`src/rtl/vlg_pkg.sv`:
```
package vlg_pkg;

  // Sequencer phases: idle, first-element search, request issue.
  typedef enum logic [1:0] {
    ST_IDLE  = 2'd0,
    ST_SEEK  = 2'd1,
    ST_ISSUE = 2'd2
  } vlg_state_e;

endpackage : vlg_pkg

```
`src/rtl/vlg_pick.sv`:
```
// Finds the lowest active element whose number is not below 'from'.
module vlg_pick #(
  parameter int N  = 16,
  parameter int IW = $clog2(N)
) (
  input  logic [N-1:0]  act,
  input  logic [IW:0]   from,
  output logic          found,
  output logic [IW-1:0] idx
);

  localparam int FW = IW + 1;

  logic [N-1:0] elig;

  for (genvar g = 0; g < N; g++) begin : g_elig
    assign elig[g] = act[g] && (from <= FW'(g));
  end

  always_comb begin
    idx = '0;
    for (int k = N - 1; k >= 0; k--) begin
      if (elig[k]) idx = IW'(k);
    end
  end

  assign found = |elig;

endmodule : vlg_pick

```
`src/rtl/vlg_addr.sv`:
```
// Address datapath: captures the command operands and walks the address.
module vlg_addr #(
  parameter int ADDR_W = 32,
  parameter int MAX_VL = 16,
  parameter int SEG_W  = 3,
  parameter int ESZ_W  = 4,
  parameter int EW     = $clog2(MAX_VL)
) (
  input  logic                     clk,
  input  logic                     rst_n,
  input  logic                     take,
  input  logic [ADDR_W-1:0]        cmd_base,
  input  logic [ESZ_W-1:0]         cmd_esize,
  input  logic [ADDR_W-1:0]        cmd_stride,
  input  logic                     cmd_strided,
  input  logic                     cmd_indexed,
  input  logic [MAX_VL*ADDR_W-1:0] cmd_idx,
  input  logic [SEG_W-1:0]         cmd_nf,
  input  logic                     load,
  input  logic                     step,
  input  logic [EW-1:0]            sel_elem,
  output logic [ADDR_W-1:0]        addr
);

  logic [ADDR_W-1:0] base_q;
  logic [ADDR_W-1:0] step_q;
  logic [ADDR_W-1:0] segstep_q;
  logic              indexed_q;
  logic [ADDR_W-1:0] idx_q [MAX_VL];
  logic [ADDR_W-1:0] addr_q;

  logic [ADDR_W-1:0] step_in;
  logic [ADDR_W-1:0] segstep_in;
  logic [ADDR_W-1:0] elem_off;
  logic [ADDR_W-1:0] addr_d;

  // Operand capture (next-state side).
  always_comb begin
    step_in    = cmd_strided ? cmd_stride : ADDR_W'(cmd_esize);
    segstep_in = step_in * (ADDR_W'(cmd_nf) + ADDR_W'(1));
  end

  always_ff @(posedge clk or negedge rst_n) begin
    if (!rst_n) begin
      base_q    <= '0;
      step_q    <= '0;
      segstep_q <= '0;
      indexed_q <= 1'b0;
    end else if (take) begin
      base_q    <= cmd_base;
      step_q    <= step_in;
      segstep_q <= segstep_in;
      indexed_q <= cmd_indexed;
    end
  end

  for (genvar g = 0; g < MAX_VL; g++) begin : g_lane
    always_ff @(posedge clk or negedge rst_n) begin
      if (!rst_n) begin
        idx_q[g] <= '0;
      end else if (take) begin
        idx_q[g] <= cmd_idx[g*ADDR_W +: ADDR_W];
      end
    end
  end

  // Element start offset, then field walk by one step per accepted field.
  always_comb begin
    elem_off = indexed_q ? idx_q[sel_elem] : segstep_q * ADDR_W'(sel_elem);
    addr_d   = addr_q;
    if (load)      addr_d = base_q + elem_off;
    else if (step) addr_d = addr_q + step_q;
  end

  always_ff @(posedge clk or negedge rst_n) begin
    if (!rst_n) begin
      addr_q <= '0;
    end else if (load || step) begin
      addr_q <= addr_d;
    end
  end

  assign addr = addr_q;

  // a load pulse picks up the captured lane of the selected element.
  a_r4_lane_load: assert property (@(posedge clk) disable iff (!rst_n)
    (load && indexed_q) |=> (addr_q == $past(base_q) + $past(idx_q[sel_elem])));

endmodule : vlg_addr

```
`src/rtl/vlg_ctrl.sv`:
```
// Element/field sequencer with predicate capture and handshake control.
module vlg_ctrl
  import vlg_pkg::*;
#(
  parameter int MAX_VL = 16,
  parameter int SEG_W  = 3,
  parameter int REG_W  = 5,
  parameter int EW     = $clog2(MAX_VL),
  parameter int VLW    = $clog2(MAX_VL + 1)
) (
  input  logic              clk,
  input  logic              rst_n,
  input  logic              cmd_valid,
  output logic              cmd_ready,
  input  logic [SEG_W-1:0]  cmd_nf,
  input  logic [VLW-1:0]    cmd_len,
  input  logic [REG_W-1:0]  cmd_dest,
  input  logic              cmd_pred_en,
  input  logic [MAX_VL-1:0] cmd_pred_mask,
  input  logic              cmd_pred_inv,
  output logic              req_valid,
  input  logic              req_ready,
  output logic [REG_W-1:0]  req_reg,
  output logic [EW-1:0]     req_elem,
  output logic              done,
  output logic              take,
  output logic              addr_load,
  output logic              addr_step,
  output logic [EW-1:0]     sel_elem
);

  localparam int FW = EW + 1;

  vlg_state_e        state_q, state_d;
  logic [EW-1:0]     elem_q, elem_d;
  logic [SEG_W-1:0]  field_q, field_d;
  logic              done_q, done_d;
  logic [MAX_VL-1:0] act_q;
  logic [SEG_W-1:0]  nf_q;
  logic [REG_W-1:0]  dest_q;

  logic [MAX_VL-1:0] in_len;
  logic [MAX_VL-1:0] pred_sel;
  logic [MAX_VL-1:0] act_d;
  logic [FW-1:0]     pick_from;
  logic              pick_found;
  logic [EW-1:0]     pick_idx;
  logic              fire;
  logic              last_field;

  // Active-element mask formed at command acceptance.
  for (genvar g = 0; g < MAX_VL; g++) begin : g_len
    assign in_len[g] = (VLW'(g) < cmd_len);
  end

  always_comb begin
    pred_sel = cmd_pred_en ? (cmd_pred_mask ^ {MAX_VL{cmd_pred_inv}}) : '1;
    act_d    = pred_sel & in_len;
  end

  assign cmd_ready  = (state_q == ST_IDLE);
  assign take       = cmd_valid && cmd_ready;
  assign req_valid  = (state_q == ST_ISSUE);
  assign fire       = req_valid && req_ready;
  assign last_field = (field_q == nf_q);
  assign pick_from  = (state_q == ST_SEEK) ? '0 : ({1'b0, elem_q} + FW'(1));

  vlg_pick #(
    .N  (MAX_VL),
    .IW (EW)
  ) u_pick (
    .act   (act_q),
    .from  (pick_from),
    .found (pick_found),
    .idx   (pick_idx)
  );

  // Next-state logic.
  always_comb begin
    state_d   = state_q;
    elem_d    = elem_q;
    field_d   = field_q;
    done_d    = 1'b0;
    addr_load = 1'b0;
    addr_step = 1'b0;
    unique case (state_q)
      ST_IDLE: begin
        if (take) state_d = ST_SEEK;
      end
      ST_SEEK: begin
        if (pick_found) begin
          state_d   = ST_ISSUE;
          elem_d    = pick_idx;
          field_d   = '0;
          addr_load = 1'b1;
        end else begin
          state_d = ST_IDLE;
          done_d  = 1'b1;
        end
      end
      ST_ISSUE: begin
        if (fire) begin
          if (!last_field) begin
            field_d   = field_q + SEG_W'(1);
            addr_step = 1'b1;
          end else if (pick_found) begin
            elem_d    = pick_idx;
            field_d   = '0;
            addr_load = 1'b1;
          end else begin
            state_d = ST_IDLE;
            done_d  = 1'b1;
          end
        end
      end
      default: state_d = ST_IDLE;
    endcase
  end

  // Sequencer registers.
  always_ff @(posedge clk or negedge rst_n) begin
    if (!rst_n) begin
      state_q <= ST_IDLE;
      elem_q  <= '0;
      field_q <= '0;
      done_q  <= 1'b0;
    end else begin
      state_q <= state_d;
      elem_q  <= elem_d;
      field_q <= field_d;
      done_q  <= done_d;
    end
  end

  // Command capture registers.
  always_ff @(posedge clk or negedge rst_n) begin
    if (!rst_n) begin
      act_q  <= '0;
      nf_q   <= '0;
      dest_q <= '0;
    end else if (take) begin
      act_q  <= act_d;
      nf_q   <= cmd_nf;
      dest_q <= cmd_dest;
    end
  end

  assign sel_elem = pick_idx;
  assign req_reg  = dest_q + REG_W'(field_q);
  assign req_elem = elem_q;
  assign done     = done_q;

  // only elements left active by the predicate are presented.
  a_r6_active_only: assert property (@(posedge clk) disable iff (!rst_n)
    req_valid |-> act_q[elem_q]);

  // moving off an element always lands on a higher element.
  a_r7_ascending: assert property (@(posedge clk) disable iff (!rst_n)
    (fire && last_field) |=> (!req_valid || (req_elem > $past(req_elem))));

  // a stalled request keeps its destination fields.
  a_r8_hold_dest: assert property (@(posedge clk) disable iff (!rst_n)
    (req_valid && !req_ready) |=> (req_valid && $stable(req_elem) && $stable(req_reg)));

  // completion is a single-cycle pulse.
  a_r10_single_pulse: assert property (@(posedge clk) disable iff (!rst_n)
    done |=> !done);

  // a command offered while busy leaves the captured predicate untouched.
  a_r1_busy_ignored: assert property (@(posedge clk) disable iff (!rst_n)
    (cmd_valid && (state_q != ST_IDLE)) |=> $stable(act_q));

endmodule : vlg_ctrl

```
`src/rtl/vld_addr_gen.sv`:
```
// Vector load address sequencer: top level.
module vld_addr_gen #(
  parameter int ADDR_W = 32,
  parameter int MAX_VL = 16,
  parameter int SEG_W  = 3,
  parameter int REG_W  = 5,
  parameter int ESZ_W  = 4,
  localparam int EW    = $clog2(MAX_VL),
  localparam int VLW   = $clog2(MAX_VL + 1)
) (
  input  logic                     clk,
  input  logic                     rst_n,
  input  logic                     cmd_valid,
  output logic                     cmd_ready,
  input  logic [ADDR_W-1:0]        cmd_base,
  input  logic [ESZ_W-1:0]         cmd_esize,
  input  logic [ADDR_W-1:0]        cmd_stride,
  input  logic                     cmd_strided,
  input  logic                     cmd_indexed,
  input  logic [MAX_VL*ADDR_W-1:0] cmd_idx,
  input  logic [SEG_W-1:0]         cmd_nf,
  input  logic [VLW-1:0]           cmd_len,
  input  logic [REG_W-1:0]         cmd_dest,
  input  logic                     cmd_pred_en,
  input  logic [MAX_VL-1:0]        cmd_pred_mask,
  input  logic                     cmd_pred_inv,
  output logic                     req_valid,
  input  logic                     req_ready,
  output logic [ADDR_W-1:0]        req_addr,
  output logic [REG_W-1:0]         req_reg,
  output logic [EW-1:0]            req_elem,
  output logic                     done
);

  logic          take;
  logic          addr_load;
  logic          addr_step;
  logic [EW-1:0] sel_elem;

  vlg_ctrl #(
    .MAX_VL (MAX_VL),
    .SEG_W  (SEG_W),
    .REG_W  (REG_W),
    .EW     (EW),
    .VLW    (VLW)
  ) u_ctrl (
    .clk           (clk),
    .rst_n         (rst_n),
    .cmd_valid     (cmd_valid),
    .cmd_ready     (cmd_ready),
    .cmd_nf        (cmd_nf),
    .cmd_len       (cmd_len),
    .cmd_dest      (cmd_dest),
    .cmd_pred_en   (cmd_pred_en),
    .cmd_pred_mask (cmd_pred_mask),
    .cmd_pred_inv  (cmd_pred_inv),
    .req_valid     (req_valid),
    .req_ready     (req_ready),
    .req_reg       (req_reg),
    .req_elem      (req_elem),
    .done          (done),
    .take          (take),
    .addr_load     (addr_load),
    .addr_step     (addr_step),
    .sel_elem      (sel_elem)
  );

  vlg_addr #(
    .ADDR_W (ADDR_W),
    .MAX_VL (MAX_VL),
    .SEG_W  (SEG_W),
    .ESZ_W  (ESZ_W),
    .EW     (EW)
  ) u_addr (
    .clk         (clk),
    .rst_n       (rst_n),
    .take        (take),
    .cmd_base    (cmd_base),
    .cmd_esize   (cmd_esize),
    .cmd_stride  (cmd_stride),
    .cmd_strided (cmd_strided),
    .cmd_indexed (cmd_indexed),
    .cmd_idx     (cmd_idx),
    .cmd_nf      (cmd_nf),
    .load        (addr_load),
    .step        (addr_step),
    .sel_elem    (sel_elem),
    .addr        (req_addr)
  );

  // a stalled request keeps its address.
  a_r8_addr_hold: assert property (@(posedge clk) disable iff (!rst_n)
    (req_valid && !req_ready) |=> (req_valid && $stable(req_addr)));

  // within one element, consecutive requests move to the next register.
  a_r5_reg_advance: assert property (@(posedge clk) disable iff (!rst_n)
    (req_valid && req_ready) |=>
      (!req_valid || (req_elem != $past(req_elem)) ||
       (req_reg == $past(req_reg) + REG_W'(1))));

  // no request is presented while a new command can be taken.
  a_r1_ready_idle: assert property (@(posedge clk) disable iff (!rst_n)
    cmd_ready |-> !req_valid);

endmodule : vld_addr_gen

```
`config.mk`:
```
export PLATFORM = sky130hd
export DESIGN_NAME = vld_addr_gen
export DESIGN_NICKNAME = d
export VERILOG_FILES = /design/src/rtl/vlg_pkg.sv /design/src/rtl/vlg_pick.sv /design/src/rtl/vlg_addr.sv /design/src/rtl/vlg_ctrl.sv /design/src/rtl/vld_addr_gen.sv
export SDC_FILE = /design/constraint.sdc
export NUM_CORES = 2
export LEC_CHECK = 0
export ABC_AREA = 0
export ABC_CLOCK_PERIOD_IN_PS = 7600
export BUFFER_PORTS_ARGS = -buffer_cell sky130_fd_sc_hd__buf_2
export CORE_MARGIN = 2
export CORE_UTILIZATION = 40
export DETAILED_ROUTE_END_ITERATION = 16
export PLACE_DENSITY = 0.68
export SYNTH_ARGS = -nofsm -noshare
export SYNTH_HDL_FRONTEND = slang
export SYNTH_HIERARCHICAL = 1
export SYNTH_SLANG_ARGS = --single-unit
```
`constraint.sdc`:
```
create_clock -name clk -period 7.6 [get_ports clk]
set_input_delay 0.38 -clock clk [delete_from_list [all_inputs] [get_ports clk]]
set_output_delay 0.38 -clock clk [all_outputs]
set_load 0.03 [all_outputs]
```
==> reports/metrics.csv <==
metric,value,unit
outcome,"complete, no violations",
Post-Synthesis Cells,3418,
vias in the first global route,34258,
period utilization,95.9,%
total gr overflow,0,
R2R Setup Slk,310,ps
Sinks on Clock Net,675,
WP buf/inv,7,
Post-synth top flop,dfrtp_1,
fmax,137,MHz
Yosys warnings,6,
Avg Inst Size Synth,12.0,um^2
"slowest stage delay, CP",530,ps
CTS tree,yes,
H-tree depth,3,
worst hold-check path type,input port to flip-flop,
drt wl/cell,23.8,um
I/O pins,661,
ranking of synthesized cells by area,"dfrtp_1 (41%), mux2_2 (16%), mux4_2 (8.8%), fa_1 (5.7%), ha_1 (4.3%)",
Final Critical Period,7290,ps
CP endpoint kind,flip-flop,
Final Max Slew Viols,0,
largest net degree at the start of global routing,178,
"most common cell after layout, fill and taps aside",dfrtp_1,
Nets,5457,
DR vias,32874,
DR vias/cell,5.44,
Slew @ Worst Pin,1340,ps
"Clk Latency, worst-skew pair",680,ps
Post-Route WL,143,mm
post-synth top area share,41.3,%
layout cells sized above 1,36.5,%
post-route cell area,54200,um^2
Syn Std Cell Area,40900,um^2
Worst-path clk slew,60,ps
Finish-stage setup viols,0,
CP max-delay cell,fa_1,
CTS root buffer,clkbuf_16,
Final HPWL DP,101,mm
Core Area,102000,um^2
die height,324,um
initial core utilization,40.2,%
Antenna Nets Post-Route,0,
Worst path most repeated cell,buf_4,
Final Wtd Congestion,0.966,
initial antenna violation count,49,
register area share after synthesis,41.3,%
final worst slack,309,ps
Worst EP arrival,7800,ps
I/O Buffers,660,
ys async rst share,100,%
Cell Rows,117,
"EDFF count, synth",0,
final hold vios,0,
maximum root-to-sink buffer count,3,
DR DRC count,0,
final clock skew,57.3,ps
CTS buffer count,77,
syn nets,4292,
total iterations of the first detailed-routing run,5,
critical path data required time,8110,ps
cell taking the most area after synthesis,dfrtp_1,
All-Layer GR Usage,26.9,%
CP max FO,10,
Worst Setup Start Kind,flip-flop,
Iter 0 DRT Violations,2417,
first-pass GRT wire length,212,mm
Layout area overhead,32.5,%
# fillers,8513,
Setup CP Type,flip-flop to flip-flop,
most frequent cells in the layout,"dfrtp_1 (673), buf_2 (660), mux2_2 (576)",
Die Wd,324,um
TNS Setup,0,ps
DP Area,45900,um^2
worst slack at placement,3.51,ps
#FFs+latches synth,675,
Yosys cell types,95,
die area,105000,um^2
crit-path leading delay family,compound AO/OA/AOI/OAI gates,
Max-Cap Viols,0,
slew margin rel.,10.8,%
metrics by stage:
| stage | cells | util [%] | hold WS [ps] |
|---|---|---|---|
| finish | 6041 | 53.3 | 37.8 |
| CTS | 5998 | 52.9 | 2.97 |
| floorplan | 3418 | - | 84.4 |
| global route | 6039 | 53.3 | 10.4 |
| detailed placement | 5336 | 45.1 | 478 |
| global placement | 5336 | 45.1 | 480 |
logic make-up (layout without fill, tap and decap cells):
group / after synthesis / in the layout / share of synthesized area, %
xor gates and xnor gates: 129 / 129 / 2.82
other: 0 / 32 / 0
buffers and inverters: 418 / 1639 / 3.96
and+or+nand+nor: 667 / 668 / 8.41
adders and majority gates: 257 / 257 / 10.0
muxes: 766 / 766 / 25.4
DFF: 675 / 675 / 41.3
AOI/OAI and AO/OA: 506 / 507 / 8.01
worst paths after layout:
| path | to | cells past startpoint | start |
|---|---|---|---|
| worst max-delay path | u_addr/addr[29] | 37 | u_ctrl/state_q[0] |
| worst min-delay path | u_addr/base_q[23] | 2 | cmd_base[23] |
| worst max register to register | u_addr/addr[29] | 37 | u_ctrl/state_q[0] |
| worst min register to register | u_addr/idx_q[425] | 1 | u_addr/idx_q[425] |
| max in group asynchronous | u_addr/idx_q[150] | 4 | rst_n |
| min in group asynchronous | u_addr/addr[14] | 2 | rst_n |
registers in the layout (all words and copies together), names as in the netlist:
| signal | flops |
|---|---|
| u_addr/step_q | 32 |
| u_ctrl/dest_q | 5 |
| u_addr/idx_q | 512 |
| u_addr/segstep_q | 32 |
| u_ctrl/act_q | 16 |
| u_ctrl/req_elem | 4 |
| u_addr/base_q | 32 |
| u_addr/addr | 32 |
| u_addr/indexed_q | 1 |
| u_ctrl/state_q | 2 |
| u_ctrl/field_q | 3 |
| u_ctrl/done | 1 |
| u_ctrl/nf_q | 3 |
area by class of cell:
type                    count  area [um^2]  share of cell area, %
repair buffers           1269         9330                   17.2
clock buffers             113         2260                   4.18
inverters                 233          882                   1.63
clock inverters            24          319                  0.589
flip-flops and latches    675        16900                   31.2
diodes                     32         80.1                  0.148
well taps                1368         1710                   3.16
multi-input cells        2327        22700                   41.9
repair_timing:
item | CTS | global route
gates resized for setup | 2 | 65
pin swaps | 0 | 23
setup buffers | 0 | 8
hold endpoints to repair | 612 | 0
setup endpoints to repair | 1 | 17
cloned | 0 | 3
hold buffers | 525 | 0
synth_stat cells (4+ instances only):
cell        n
a221oi_1   11
and3_1     15
a211o_1     5
clkbuf_1  147
nor3b_1     7
o211ai_1   12
o21ai_0    92
nor2b_1    30
or2_2       4
and2_1    111
o31ai_1     8
ha_1      140
inv_1     229
buf_2      18
o21a_1     12
o21ai_1    39
buf_1      15
nor2_1     90
nor3_1     25
xor2_1     36
o22ai_1     4
a211oi_1   34
a31oi_1    11
fa_1      117
or3_1      11
o211ai_2    4
mux2_2    576
nor4_1      4
nand2b_1   18
a22o_1      4
nand4_1    16
o21bai_1   15
mux2_1      6
nand3_1   140
nand3b_1    5
a21boi_1    5
xnor2_1    90
mux4_2    160
dfrtp_1   675
a21o_1     70
mux2i_1    24
nand2_1   162
a21oi_1   134
routing by layer:
metal  up-vias  GRT usage, %  wire, um
met5         -             0       190
met3       353          5.38      9260
met2      1246          43.8     68400
met1     16668          35.1     59400
li1      14581             -         -
met4        26          10.8      6230
Power is left out: the tool's default activity adds up to more than one toggle a clock period on the data nets, which glitch-free logic cannot reach.
